File: src/rtl/swz_pkg.sv
package swz_pkg;
  localparam int LANE_W_DEF = 16;
  localparam int NLANES_DEF = 4;

  typedef enum logic [2:0] {
    OP_ADD  = 3'b000,
    OP_MUL  = 3'b001,
    OP_MIN  = 3'b010,
    OP_SLT  = 3'b011,
    OP_SGE  = 3'b100,
    OP_SADD = 3'b101
  } vop_e;
endpackage

File: src/rtl/swz_select.sv
module swz_select #(
  parameter int LANE_W = 16,
  parameter int NLANES = 4,
  localparam int SEL_W = $clog2(NLANES),
  localparam int VEC_W = LANE_W * NLANES
) (
  input  logic [VEC_W-1:0]        src,
  input  logic [NLANES*SEL_W-1:0] sel,
  output logic [VEC_W-1:0]        dst
);
  logic [LANE_W-1:0] src_lane [NLANES];

  for (genvar s = 0; s < NLANES; s++) begin : g_unpack
    assign src_lane[s] = src[s*LANE_W +: LANE_W];
  end

  // each result lane picks its own source lane
  for (genvar k = 0; k < NLANES; k++) begin : g_route
    assign dst[k*LANE_W +: LANE_W] = src_lane[sel[k*SEL_W +: SEL_W]];
  end
endmodule

File: src/rtl/swz_lane_alu.sv
module swz_lane_alu import swz_pkg::*; #(
  parameter int LANE_W = 16,
  parameter int NLANES = 4,
  localparam int VEC_W = LANE_W * NLANES
) (
  input  logic [VEC_W-1:0] opa,
  input  logic [VEC_W-1:0] opb,
  input  logic [2:0]       op,
  output logic [VEC_W-1:0] res
);
  localparam logic [LANE_W-1:0] ONE  = LANE_W'(1);
  localparam logic [LANE_W-1:0] ZERO = '0;

  function automatic logic [LANE_W-1:0] f_add(logic [LANE_W-1:0] a, logic [LANE_W-1:0] b);
    return a + b;
  endfunction

  function automatic logic [LANE_W-1:0] f_mul(logic [LANE_W-1:0] a, logic [LANE_W-1:0] b);
    return a * b;
  endfunction

  function automatic logic f_lt(logic [LANE_W-1:0] a, logic [LANE_W-1:0] b);
    return $signed(a) < $signed(b);
  endfunction

  function automatic logic [LANE_W-1:0] f_min(logic [LANE_W-1:0] a, logic [LANE_W-1:0] b);
    return f_lt(a, b) ? a : b;
  endfunction

  logic [LANE_W-1:0] scalar_sum;
  assign scalar_sum = f_add(opa[LANE_W-1:0], opb[LANE_W-1:0]);

  for (genvar k = 0; k < NLANES; k++) begin : g_lane
    logic [LANE_W-1:0] la, lb;
    assign la = opa[k*LANE_W +: LANE_W];
    assign lb = opb[k*LANE_W +: LANE_W];
    always_comb begin
      unique case (op)
        OP_ADD:  res[k*LANE_W +: LANE_W] = f_add(la, lb);
        OP_MUL:  res[k*LANE_W +: LANE_W] = f_mul(la, lb);
        OP_MIN:  res[k*LANE_W +: LANE_W] = f_min(la, lb);
        OP_SLT:  res[k*LANE_W +: LANE_W] = f_lt(la, lb) ? ONE : ZERO;
        OP_SGE:  res[k*LANE_W +: LANE_W] = f_lt(la, lb) ? ZERO : ONE;
        OP_SADD: res[k*LANE_W +: LANE_W] = scalar_sum;
        default: res[k*LANE_W +: LANE_W] = ZERO;
      endcase
    end
  end
endmodule

File: src/rtl/swz_mask_merge.sv
module swz_mask_merge #(
  parameter int LANE_W = 16,
  parameter int NLANES = 4,
  localparam int VEC_W = LANE_W * NLANES
) (
  input  logic [VEC_W-1:0]  computed,
  input  logic [VEC_W-1:0]  old,
  input  logic [NLANES-1:0] wen,
  output logic [VEC_W-1:0]  merged
);
  for (genvar k = 0; k < NLANES; k++) begin : g_merge
    assign merged[k*LANE_W +: LANE_W] =
      wen[k] ? computed[k*LANE_W +: LANE_W] : old[k*LANE_W +: LANE_W];
  end
endmodule

File: src/rtl/swz_vec_alu.sv
module swz_vec_alu import swz_pkg::*; #(
  parameter int LANE_W = LANE_W_DEF,
  parameter int NLANES = NLANES_DEF,
  localparam int SEL_W = $clog2(NLANES),
  localparam int VEC_W = LANE_W * NLANES
) (
  input  logic                    clk,
  input  logic                    rst_n,
  input  logic                    in_valid,
  input  logic [2:0]              op,
  input  logic [VEC_W-1:0]        src_a,
  input  logic [VEC_W-1:0]        src_b,
  input  logic [NLANES*SEL_W-1:0] swz_a,
  input  logic [NLANES*SEL_W-1:0] swz_b,
  input  logic [NLANES-1:0]       wr_mask,
  input  logic [VEC_W-1:0]        dst_old,
  output logic                    out_valid,
  output logic [VEC_W-1:0]        result
);
  logic [VEC_W-1:0]  opa_swz, opb_swz, lane_res, merged;
  logic              op_known;
  logic [NLANES-1:0] lane_wr_en;

  swz_select #(.LANE_W(LANE_W), .NLANES(NLANES)) i_sel_a (
    .src(src_a), .sel(swz_a), .dst(opa_swz));

  swz_select #(.LANE_W(LANE_W), .NLANES(NLANES)) i_sel_b (
    .src(src_b), .sel(swz_b), .dst(opb_swz));

  swz_lane_alu #(.LANE_W(LANE_W), .NLANES(NLANES)) i_alu (
    .opa(opa_swz), .opb(opb_swz), .op(op), .res(lane_res));

  // reserved codes write no lane
  assign op_known   = op inside {OP_ADD, OP_MUL, OP_MIN, OP_SLT, OP_SGE, OP_SADD};
  assign lane_wr_en = wr_mask & {NLANES{op_known}};

  swz_mask_merge #(.LANE_W(LANE_W), .NLANES(NLANES)) i_merge (
    .computed(lane_res), .old(dst_old), .wen(lane_wr_en), .merged(merged));

  // one register stage, result held while idle
  always_ff @(posedge clk or negedge rst_n) begin
    if (!rst_n) begin
      out_valid <= 1'b0;
      result    <= '0;
    end else begin
      out_valid <= in_valid;
      if (in_valid) result <= merged;
    end
  end
endmodule

File: config.mk
export PLATFORM = sky130hd
export DESIGN_NAME = swz_vec_alu
export DESIGN_NICKNAME = d
export VERILOG_FILES = /design/src/rtl/swz_pkg.sv /design/src/rtl/swz_select.sv /design/src/rtl/swz_lane_alu.sv /design/src/rtl/swz_mask_merge.sv /design/src/rtl/swz_vec_alu.sv
export SDC_FILE = /design/constraint.sdc
export NUM_CORES = 2
export LEC_CHECK = 0
export BUFFER_PORTS_ARGS = -buffer_cell sky130_fd_sc_hd__buf_2
export CAP_MARGIN = 30
export CORE_MARGIN = 8
export CORE_UTILIZATION = 40
export DETAILED_ROUTE_END_ITERATION = 10
export HOLD_SLACK_MARGIN = 0.08
export SLEW_MARGIN = 20
export SYNTH_ARGS = -nofsm -noshare
export SYNTH_HDL_FRONTEND = slang
export SYNTH_SLANG_ARGS = --single-unit
File: constraint.sdc
create_clock -name clk -period 1.55 [get_ports clk]
set_clock_uncertainty 0.05 [all_clocks]
set_input_delay 0.31 -clock clk [delete_from_list [all_inputs] [get_ports clk]]
set_output_delay 0.31 -clock clk [all_outputs]
set_load 0.02 [all_outputs]
==> results_dict.tcl <==
set metrics [dict create \
    status "finished with violations" \
    violations "setup timing" \
    finalWeightedCongestion 1.08 \
    clock-sinks 65 \
    cts_buffers 9 \
    syn_nets 4074 \
    synth_flop_cell "dfrtp_1" \
    cts_max_level 3 \
    drive_gt1_share_pct 42.1 \
    powerDensity_nw_per_um2 2560 \
    die_w_um 278 \
    dp_hpwl_um 101000 \
    path_max_fanout 9 \
    setup_ws_ps -4250 \
    grt_usage_pct 30.6 \
    wire_per_inst_um 24.2 \
    initial_core_util_pct 40.3 \
    drv_cap 0 \
    fp.dieH_um 278 \
    nets 5071 \
    grt_start_max_net_pins 56 \
    crit_slowest_cell "mux4_2" \
    synth_area_leaders "fa_1 (24%), ha_1 (15%), mux4_2 (10%)" \
    yosys.area.top_type_share_pct 23.5 \
    p_leak_nw 19.3 \
    core_area_um2 68300 \
    synth_commonest_cells "inv_1 (589), nand2_1 (356), fa_1 (324), ha_1 (320), and2_1 (216)" \
    synth_most_common_cell "inv_1" \
    syn2layout_area_growth_pct 46.5 \
    portBuffers 282 \
    power_w 0.103 \
    rows 96 \
    dieArea_um2 77500 \
    slew_headroom_pct 35.1 \
    fin_crit_sh_pct 374 \
    max_freq_mhz 172 \
    synth_cell_type_count 73 \
    drt_first_pass_iters 6 \
    slew_viol_final 0 \
    ys_ff_latch 65 \
    synth_area_per_cell_um2 8.58 \
    period_needed_ps 5800 \
    start_kind "input pin" \
    place_ws_ps -4910 \
    finalInstanceArea_um2 40400 \
    ios 283 \
    clk_path_buf_depth 2 \
    ys_seq_area_share_pct 5.90 \
    clk_latency_ps 380 \
    synth_cells 3212 \
    tightest_slew_ps 949 \
    syn_area_um2 27500 \
    hold_path.class "in2reg" \
    dpl_cell_area_um2 36500 \
    vdd_drop_max_uv 4300 \
    path_clk_slew_ps 70 \
    drtIter0Drc 2819 \
    worst_ep_arrival_time_ps 6000 \
    hold_viol_final 0 \
    endpoint_kind "flop" \
    fin_cells 5100 \
    grt_pass1_wl_um 180000 \
    synth_enable_flop_cells 0 \
    vias 28300 \
    routed_via_density 5.56 \
    route.detailed.drc 0 \
    crit_required_ps 1750 \
    crit_type "in2reg" \
    path_cells "buf_8 > buf_6 > mux4_2 > and2_1 > fa_1 > inv_1 > fa_1 > inv_1 > fa_1 > fa_1 > inv_1 > fa_1 > fa_2 > xnor2_2 > xnor2_1 > xnor2_1 > xnor2_1 > xnor2_1 > xnor2_1 > xnor2_1 > a2111oi_2 > a221oi_1" \
    crit_top_cell "xnor2_1" \
    postRouteAntennaNets 0 \
    grt_pass1_vias 28600 \
    grt.overflow.total 0 \
    cts_tree "built" \
    root_buffer "clkbuf_16" \
    synth_top_area_cell "fa_1" \
    dp.cells 4966 \
    rsz0062_at_grt "true" \
    slowest_delay_ps 620 \
    drt_wl_total_um 124000 \
    async_flop_share_pct 100 \
    setup_viol_count_final 64 \
    antenna_found_initial 5 \
    yosysWarningCount 0 \
]
==> worst max-delay path: cells and delay by family <==
family | cells | cell delay, ps
multiplexers | 1 | 620
XOR/XNOR | 7 | 1220
buffers and inverters | 5 | 430
adder cells (fa/ha/maj) | 6 | 2740
AND/OR/NAND/NOR | 1 | 220
AO/OA/AOI/OAI | 2 | 430
==> per-layer routing <==
metal | part of all wire [%] | vias up | global-route usage, %
met5 | 0.026 | - | 0
met4 | 5.6 | 4 | 12.3
met3 | 10 | 312 | 6.02
met2 | 43 | 1647 | 46.2
met1 | 41 | 13900 | 42.7
li1 | - | 12500 | -
==> final timing paths <==
path                            slack, ps   startpoint          to  cells past startpoint
worst min-delay path                  130  dst_old[21]  result[21]                      3
max in group asynchronous             570        rst_n  result[59]                      3
min in group asynchronous             360        rst_n   result[2]                      2
worst min register to register        460   result[11]  result[11]                      1
worst max-delay path                -4250     swz_b[2]  result[31]                     22
worst max register to register        530   result[22]  result[22]                      3
==> cell type report <==
| cell class | instances | area (um2) |
|---|---|---|
| diodes | 4 | 10.0 |
| clock buffers | 12 | 256 |
| clock inverters | 4 | 75.1 |
| fillers | 5916 | 28000 |
| inverters | 589 | 2240 |
| multi-input cells | 2401 | 25900 |
| flip-flops and latches | 65 | 1630 |
| well taps | 882 | 1100 |
| repair buffers | 1143 | 9180 |
==> cell usage in the layout (no fill, tap or decap), types with 22 or more instances in the layout <==
master,n
nor2b_1,23
mux4_2,127
buf_2,272
and2_4,51
a21oi_2,23
mux2i_1,34
nor2_1,198
dfrtp_1,65
buf_6,99
fa_2,28
ha_1,211
inv_1,526
a21oi_1,85
inv_2,54
o21ai_1,36
and2_1,165
nand2_1,337
o211ai_1,23
xnor2_1,134
nand2_2,22
ha_4,85
o21ai_0,53
buf_8,22
buf_4,695
ha_2,24
buf_12,44
xor2_1,42
fa_1,296
==> logic make-up after synthesis <==
kind of cell | share of synthesized area (%)
DFF | 5.90
and+or+nand+nor | 15.2
muxes | 12.5
adders and majority gates | 38.1
AOI/OAI and AO/OA | 11.0
xor gates and xnor gates | 6.58
buffers and inverters | 10.7
==> through the flow <==
stage               TNS (ps)  hold slack, ps  util [%]
floorplan            -198870           -35.6         -
global placement     -246520             239      53.4
detailed placement   -247400             245      53.4
CTS                  -210010             116      57.4
global route         -219740             150      59.0
finish               -212260             126      59.0
==> what timing repair did <==
action	4_1_cts	5_1_grt
gates resized for setup	383	167
endpoints found under the hold margin	24	0
hold buffers	1	0
endpoints found under the setup margin	64	64
cloned	7	5
buffers inserted	80	43
pin swaps	217	172
==> sequential cells by signal, indices dropped and copies added, names as in the netlist <==
signal	cells
result	64
out_valid	1
==> power by group <==
group	total (W)	internal, W	switching, W
registers	0.00241	0.00209	0.000322
clock network	0.00252	0.00150	0.00102
logic	0.0983	0.0495	0.0488
total	0.103	0.0531	0.0501
Power figures use the tool's default switching activity.
